==> config.mk <==
export PLATFORM = sky130hd
export DESIGN_NAME = gainrange_seq
export DESIGN_NICKNAME = d
export VERILOG_FILES = /design/src/rtl/gr_pkg.sv /design/src/rtl/gr_settle_timer.sv /design/src/rtl/gr_range_latch.sv /design/src/rtl/gr_seq_fsm.sv /design/src/rtl/gainrange_seq.sv
export SDC_FILE = /design/constraint.sdc
export NUM_CORES = 1
export LEC_CHECK = 0
export BUFFER_PORTS_ARGS = -buffer_cell sky130_fd_sc_hd__clkbuf_2
export CAP_MARGIN = 20
export CORE_MARGIN = 5
export CORE_UTILIZATION = 46
export CTS_CLUSTER_DIAMETER = 60
export DETAILED_ROUTE_END_ITERATION = 10
export PLACE_DENSITY = 0.83
export SYNTH_ARGS = -nofsm -noshare
export SYNTH_HDL_FRONTEND = slang
export SYNTH_SLANG_ARGS = --single-unit
==> constraint.sdc <==
create_clock -name clk -period 1.7 [get_ports clk]
set_input_delay 0 -clock clk [delete_from_list [all_inputs] [get_ports clk]]
set_output_delay 0 -clock clk [all_outputs]
set_load 0.1 [all_outputs]
==> src/rtl/gr_pkg.sv <==
package gr_pkg;
  localparam int NODES  = 3;
  localparam int CODE_W = 2;

  typedef enum logic [1:0] {
    ST_IDLE = 2'd0,
    ST_EVAL = 2'd1,
    ST_CONV = 2'd2
  } seq_state_e;

  localparam logic [CODE_W-1:0] CODE_DIODE = 2'b00;
  localparam logic [CODE_W-1:0] CODE_CAP_S = 2'b01;
  localparam logic [CODE_W-1:0] CODE_CAP_L = 2'b10;
endpackage

==> src/rtl/gr_settle_timer.sv <==
module gr_settle_timer #(
  parameter int W = 8
) (
  input  logic         clk,
  input  logic         rst_n,
  input  logic         run,
  input  logic [W-1:0] limit,
  output logic         done
);
  logic [W-1:0] cnt_q;

  assign done = run && (cnt_q == limit);

  always_ff @(posedge clk) begin
    if (!rst_n) begin
      cnt_q <= '0;
    end else if (!run || done) begin
      cnt_q <= '0;
    end else begin
      cnt_q <= cnt_q + 1'b1;
    end
  end
endmodule

==> src/rtl/gr_range_latch.sv <==
module gr_range_latch #(
  parameter int CODE_W = 2
) (
  input  logic              clk,
  input  logic              rst_n,
  input  logic              load,
  input  logic [CODE_W-1:0] load_code,
  input  logic              load_sat,
  output logic [CODE_W-1:0] code,
  output logic              sat
);
  always_ff @(posedge clk) begin
    if (!rst_n) begin
      code <= '0;
      sat  <= 1'b0;
    end else if (load) begin
      code <= load_code;
      sat  <= load_sat;
    end
  end
endmodule

==> src/rtl/gr_seq_fsm.sv <==
module gr_seq_fsm
  import gr_pkg::*;
#(
  parameter int N = NODES
) (
  input  logic              clk,
  input  logic              rst_n,
  input  logic              start,
  input  logic              cds_en,
  input  logic              cmp_pass,
  input  logic              settle_done,
  input  logic              conv_ready,
  output logic              timer_run,
  output logic [N-1:0]      node_sel,
  output logic              conv_valid,
  output logic              conv_ref,
  output logic              busy,
  output logic              load,
  output logic [CODE_W-1:0] load_code,
  output logic              load_sat
);
  localparam int IDX_W = (N > 1) ? $clog2(N) : 1;
  localparam logic [IDX_W-1:0] LAST = IDX_W'(N - 1);

  seq_state_e      state_q, state_d;
  logic [IDX_W-1:0] node_q, node_d;
  logic            cds_q, cds_d;
  logic            ref_q, ref_d;

  assign timer_run  = (state_q == ST_EVAL);
  assign conv_valid = (state_q == ST_CONV);
  assign conv_ref   = conv_valid && ref_q;
  assign busy       = (state_q != ST_IDLE);

  for (genvar g = 0; g < N; g++) begin : g_sel
    assign node_sel[g] = timer_run && (node_q == IDX_W'(g));
  end

  always_comb begin
    state_d   = state_q;
    node_d    = node_q;
    cds_d     = cds_q;
    ref_d     = ref_q;
    load      = 1'b0;
    load_code = CODE_W'(node_q);
    load_sat  = 1'b0;
    unique case (state_q)
      ST_IDLE: begin
        if (start) begin
          state_d = ST_EVAL;
          node_d  = '0;
          cds_d   = cds_en;
        end
      end
      ST_EVAL: begin
        if (settle_done) begin
          if (cmp_pass) begin
            load    = 1'b1;
            state_d = ST_CONV;
            ref_d   = cds_q && (node_q == '0);
          end else if (node_q == LAST) begin
            load     = 1'b1;
            load_sat = 1'b1;
            state_d  = ST_CONV;
            ref_d    = 1'b0;
          end else begin
            node_d = node_q + 1'b1;
          end
        end
      end
      ST_CONV: begin
        if (conv_ready) begin
          if (ref_q) ref_d = 1'b0;
          else state_d = ST_IDLE;
        end
      end
      default: state_d = ST_IDLE;
    endcase
  end

  always_ff @(posedge clk) begin
    if (!rst_n) begin
      state_q <= ST_IDLE;
      node_q  <= '0;
      cds_q   <= 1'b0;
      ref_q   <= 1'b0;
    end else begin
      state_q <= state_d;
      node_q  <= node_d;
      cds_q   <= cds_d;
      ref_q   <= ref_d;
    end
  end
endmodule

==> src/rtl/gainrange_seq.sv <==
module gainrange_seq
  import gr_pkg::*;
#(
  parameter int SETTLE_W = 8
) (
  input  logic                clk,
  input  logic                rst_n,
  input  logic                start_i,
  input  logic                cds_en_i,
  input  logic [SETTLE_W-1:0] settle_cycles_i,
  input  logic                cmp_pass_i,
  output logic [NODES-1:0]    node_sel_o,
  output logic                conv_valid_o,
  input  logic                conv_ready_i,
  output logic                conv_ref_o,
  output logic [CODE_W-1:0]   range_code_o,
  output logic                range_sat_o,
  output logic                busy_o
);
  logic              timer_run, settle_done, load, load_sat;
  logic [CODE_W-1:0] load_code;

  gr_settle_timer #(.W(SETTLE_W)) i_timer (
    .clk   (clk),
    .rst_n (rst_n),
    .run   (timer_run),
    .limit (settle_cycles_i),
    .done  (settle_done)
  );

  gr_seq_fsm #(.N(NODES)) i_fsm (
    .clk         (clk),
    .rst_n       (rst_n),
    .start       (start_i),
    .cds_en      (cds_en_i),
    .cmp_pass    (cmp_pass_i),
    .settle_done (settle_done),
    .conv_ready  (conv_ready_i),
    .timer_run   (timer_run),
    .node_sel    (node_sel_o),
    .conv_valid  (conv_valid_o),
    .conv_ref    (conv_ref_o),
    .busy        (busy_o),
    .load        (load),
    .load_code   (load_code),
    .load_sat    (load_sat)
  );

  gr_range_latch #(.CODE_W(CODE_W)) i_latch (
    .clk       (clk),
    .rst_n     (rst_n),
    .load      (load),
    .load_code (load_code),
    .load_sat  (load_sat),
    .code      (range_code_o),
    .sat       (range_sat_o)
  );
endmodule

# --- Word-level counts from Yosys, hierarchy flattened ---
# Index checks and enable logic that the tools add are counted.
classes:
  n_mux: 24
  reduce_logical: 18
  add_sub_neg: 2
  n_eq_ne: 12
  bitwise_logic: 1
op_table:
  columns: ["operator", "n"]
  rows:
  - ["2-bit two-way mux", 10]
  - ["2-bit inequality test (second input constant)", 6]
  - ["1-bit two-way mux", 11]
  - ["5-bit AND reduction", 2]
  - ["8-bit by 1-bit adder with 8-bit output (second input constant)", 1]
  - ["8-bit equality test", 1]
  - ["1-bit logical AND", 6]
  - ["2-bit one-hot mux with 3 select lines", 1]
  - ["2-bit nonzero test", 3]
  - ["2-bit by 1-bit equality test with 1-bit output (second input constant)", 2]
  - ["2-bit equality test (second input constant)", 2]
  - ["2-bit zero test", 2]
  - ["2-bit one-hot mux with 2 select lines", 1]
  - ["4-bit AND reduction", 1]
  - ["3-bit inequality test (second input constant)", 1]
  - ["2-bit by 1-bit adder with 2-bit output (second input constant)", 1]
  - ["1-bit one-hot mux with 2 select lines", 1]
  - ["2-bit AND reduction", 1]
  - ["2-bit OR reduction", 1]
  - ["1-bit zero test", 1]
  - ["1-bit logical OR", 1]
  - ["1-bit NOT", 1]
totals:
  register_bits: 17
  input_bits: 14

# --- Longest topological paths before layout ---
logic_depth:
  ltp_word: 5
  depth_mapped: 6
  depth_no_buf: 6

# --- Modules after synthesis ---
# A second synthesis with hierarchy kept.
hier_totals:
  hier_cells: 102
  area_unflattened_um2: 978.4
modules_own_cells:
  columns: ["module", "area_per_inst_um2", "cells_each", "n_inst"]
  rows:
  - ["gr_settle_timer", 470.5, 46, 1]
  - ["gr_seq_fsm", 399.1, 47, 1]
  - ["gr_range_latch", 108.9, 9, 1]

# --- Worst setup path after synthesis ---
# No wires, ideal clock.
synth_timing:
  path_type: "register to output"
  from: "register i_fsm.state_q[1]"
  to: "output port conv_ref_o"
  stages_incl_launch_ff: 3
  t_required_ns: 1.700
  arrival_ns: 2.719
  slack_ns: -1.019
  path_cell_list: "dfxtp_1 > nor2b_1 > and2_1"
synth_between:
  elab_chain_len: 2
synth_rtl:
  columns: ["element", "line", "source"]
  rows:
  - ["from (decl)", "gr_seq_fsm.sv:25", "seq_state_e state_q, state_d;"]
  - ["from (signal assigned)", "gr_seq_fsm.sv:88", "state_q <= state_d;"]
  - ["2-bit equality test", "gr_seq_fsm.sv:31", "assign conv_valid = (state_q == ST_CONV);"]
  - ["via conv_valid_o", "gainrange_seq.sv:13", "output logic conv_valid_o,"]
  - ["1-bit logical AND", "gr_seq_fsm.sv:32", "assign conv_ref = conv_valid && ref_q;"]
  - ["to (decl)", "gainrange_seq.sv:15", "output logic conv_ref_o,"]
# The timed path passes the listed nets, and every way through them passes these cells.

# --- Final worst setup path ---
layout_timing:
  from: "register i_fsm.state_q[0]"
  to: "output port node_sel_o[0]"
layout_between:
  elab_chain_len: 2
layout_rtl:
  columns: ["element", "line", "source"]
  rows:
  - ["2-bit by 1-bit equality test with 1-bit output", "gr_seq_fsm.sv:30", "assign timer_run = (state_q == ST_EVAL);"]
  - ["1-bit logical AND", "gr_seq_fsm.sv:36", "assign node_sel[g] = timer_run && (node_q == IDX_W'(g));"]
  - ["to (decl)", "gainrange_seq.sv:12", "output logic [NODES-1:0] node_sel_o,"]
# Every way passes these cells.

==> flow_metrics.env <==
export IMPL_ff2ff_path_depth=6
export IMPL_yosysMostFrequentCell="dfxtp_1"
export IMPL_top_layer_used="met4"
export IMPL_async_reset_ff_share_pct=0
export IMPL_utilization_pct=62.0
export IMPL_dp_hpwl_um=1650
export IMPL_hold_end="i_fsm.cds_q$_SDFFE_PN0P_"
export IMPL_antenna_found_initial=0
export IMPL_synthTopCellsByArea="dfxtp_1 36%, xor2_1 10%, ha_1 5.3%"
export IMPL_root_buffer="clkbuf_4"
export IMPL_fmax_mhz=608
export IMPL_rows=16
export IMPL_power_leakage_uw=0.000543
export IMPL_grt_pass1_wl_um=3390
export IMPL_syn_nets=117
export IMPL_fp_dieH_um=55.1
export IMPL_n_fill_cell=177
export IMPL_cap_viol_max_count=0
export IMPL_maxSlewViolCount=0
export IMPL_dieArea_mm2=0.00304
export IMPL_dpl_cell_area_mm2=0.00113
export IMPL_ys_warnings_count=0
export IMPL_synthFlopType="dfxtp_1"
export IMPL_cts_clk_slew_worst_paths_ps=100
export IMPL_seq_power_share_pct=52.2
export IMPL_synth_edff_count=0
export IMPL_grt_overflow_total=0
export IMPL_critical_path_class="reg -> out"
export IMPL_setup_viol=0
export IMPL_yosysTopAreaCellShare_pct=36.4
export IMPL_multi_input_area_um2=598
export IMPL_r2r_slack_ps=100
export IMPL_met2WireLength_um=1100
export IMPL_wl_met1_um=947
export IMPL_viasPerCell=5.11
export IMPL_syn_area_um2=936
export IMPL_cts_tree="yes"
export IMPL_clk_latency_ps=300
export IMPL_combPwrFrac_pct=18.8
export IMPL_initial_core_util_pct=48.2
export IMPL_worst_r2r_endpoint="i_fsm.load_code[1]$_SDFFE_PN0P_"
export IMPL_p_int_uw=548
export IMPL_seqCellArea_um2=340
export IMPL_outcome="finished clean"
export IMPL_nets=151
export IMPL_synth_seq_cells=17
export IMPL_place_gp_congestion=0.825
export IMPL_cts_buffer_depth=2
export IMPL_drcViolationCount=0
export IMPL_hp_start="start_i"
export IMPL_routed_wl_um=2140
export IMPL_worstPathArrival_ps=1640
export IMPL_grt_pass1_vias=792
export IMPL_dieWidth_um=55.1
export IMPL_cts_htree_levels=1
export IMPL_min_period_ps=1640
export IMPL_drive_gt1_share_pct=29.5
export IMPL_hp_class="in -> reg"
export IMPL_grt_max_degree=13
export IMPL_grt_usage_pct=15.7
export IMPL_worstHoldPathCells=4
export IMPL_swShare_pct=30.5
export IMPL_p_sw_uw=241
export IMPL_p_per_area_mw_per_mm2=656
export IMPL_drt_first_iter_violations=18
export IMPL_hold_viol=0
export IMPL_crit_required_ps=1700
export IMPL_slew_limit_headroom_pct=63.6
export IMPL_crit_path_start_kind="flop"
export IMPL_netlist_top_cells_count="17 x dfxtp_1, 11 x xor2_1, 8 x nand2_1, 8 x nor2_1"
export IMPL_ant_nets=0
export IMPL_met3_wirelength_um=60
export IMPL_drt_pass1_iter_count=4
export IMPL_ys_types=28
export IMPL_fin_crit_sh_pct=96.7
export IMPL_wl_per_cell_um=13.5
export IMPL_stdcell_area_mm2=0.00120
export IMPL_clock_skew_ps=0.603
export IMPL_pin_count=23
export IMPL_synthCells=99
export IMPL_antennaDiodeCount=0
export IMPL_cts_made_buffers=3
export IMPL_synth_yosys_seq_area_share_pct=36.4
export IMPL_synthToLayoutAreaGrowth_pct=28.6
export IMPL_cts_sinks=17
export IMPL_irDropWorstVdd_v=0.000484
export IMPL_endpoint_kind="output pin"
export IMPL_worst_path_max_fanout=6
export IMPL_vias=812
export IMPL_yosys_area_top_type="dfxtp_1"
export IMPL_regToRegStartpoint="i_fsm.load_code[0]$_SDFFE_PN0P_"
export IMPL_rsz0062_at_grt="no"
export IMPL_port_buffers=22
export IMPL_clkPwrFrac_pct=29.0
export IMPL_coreArea_mm2=0.00194
export IMPL_avgSynthCellArea_um2=9.45
export IMPL_worst_pin_slew_ps=549
## power by group through the flow
stage	Clock, µW	Sequential [µW]	Combinational, µW
after CTS	230	411	142
after global placement	0	420	132
final	229	412	148
after global routing	250	413	156
after detailed placement	0	421	135
after floorplan	0	420	91.3
## kinds of logic (layout without fill, tap and decap cells)
group | Yosys count | in the layout | synth area share, %
AND/OR/NAND/NOR | 42 | 42 | 27.0
flip-flops | 17 | 17 | 36.4
XOR/XNOR | 14 | 14 | 13.1
AO/OA/AOI/OAI | 12 | 12 | 11.5
buffers and inverters | 6 | 39 | 2.41
adder cells (fa/ha/maj) | 4 | 4 | 5.35
multiplexers | 4 | 4 | 4.28
## layer usage
metal | up-vias | track usage (%)
met4 | 0 | 6.07
met1 | 384 | 17.9
met3 | 3 | 2.41
met2 | 15 | 28.9
li1 | 410 | -
met5 | - | 0
## how the worst max path moves through the flow
stage	slack, ps	end	from
6_report	60	node_sel_o[0]	i_fsm.state_q[0]$_SDFFE_PN0P_
5_1_grt	7	i_fsm.load_code[1]$_SDFFE_PN0P_	i_fsm.load_code[0]$_SDFFE_PN0P_
4_1_cts	9	i_fsm.load_code[1]$_SDFFE_PN0P_	i_fsm.load_code[0]$_SDFFE_PN0P_
3_5_place_dp	-4	i_fsm.load_code[1]$_SDFFE_PN0P_	i_fsm.load_code[0]$_SDFFE_PN0P_
3_3_place_gp	100	i_fsm.load_code[1]$_SDFFE_PN0P_	i_fsm.load_code[0]$_SDFFE_PN0P_
2_1_floorplan	-90	conv_ref_o	i_fsm.state_q[1]$_SDFFE_PN0P_
## per-stage QoR
step                hold slack [ps]  total power (µW)  setup slack [ps]  TNS, ps  std cells
floorplan                       110               512             -85.6    -85.6         99
global placement                230               552              97.1        0        152
detailed placement              245               555             -4.06    -4.06        152
CTS                            29.5               783              9.40        0        158
global route                   49.5               819              7.00        0        159
finish                         33.4               789              55.5        0        159
## sequential cells by signal, indices dropped and copies added (netlist names)
signal           flops
i_fsm.cds_q          1
i_fsm.state_q        2
i_latch.code         2
i_latch.sat          1
i_fsm.load_code      2
i_fsm.ref_q          1
i_timer.cnt_q        8
## layout make-up
type | instances | area share, %
Sequential cell | 17 | 28.3
Clock buffer | 4 | 2.18
Inverter | 5 | 1.56
Timing Repair Buffer | 30 | 15.5
Tap cell | 27 | 2.81
Multi-Input combinational cell | 76 | 49.7
## cell usage in the layout, fill, tap and decap left out, types with 2 or more instances in the layout
cell type,synthesis,final
clkbuf_2,0,19
dfxtp_1,17,17
xor2_1,11,11
nor2_1,8,8
nand2_1,8,8
buf_4,0,8
inv_1,5,5
nand3_1,5,5
and2_1,5,4
and3_1,4,4
mux2i_1,4,4
ha_1,4,4
nand4_1,3,3
xnor2_1,3,3
clkbuf_4,0,3
nand2b_1,2,2
nor4_4,2,2
a211o_1,2,2
a21oi_1,2,2
dlygate4sd3_1,0,2
## critical path: stages (launching register included)
cell	delay [ps]
dfxtp_1	440
buf_4	180
and2b_1	270
and2_1	170
buf_4	290
## repair_timing
item	in CTS	in global routing
pin swaps	0	2
hold buffers	2	0
hold endpoints to repair	2	0
setup endpoints to repair	1	3
buffers inserted	0	1
gates resized for setup	1	3
No activity file was read; power rests on OpenSTA's default activity.
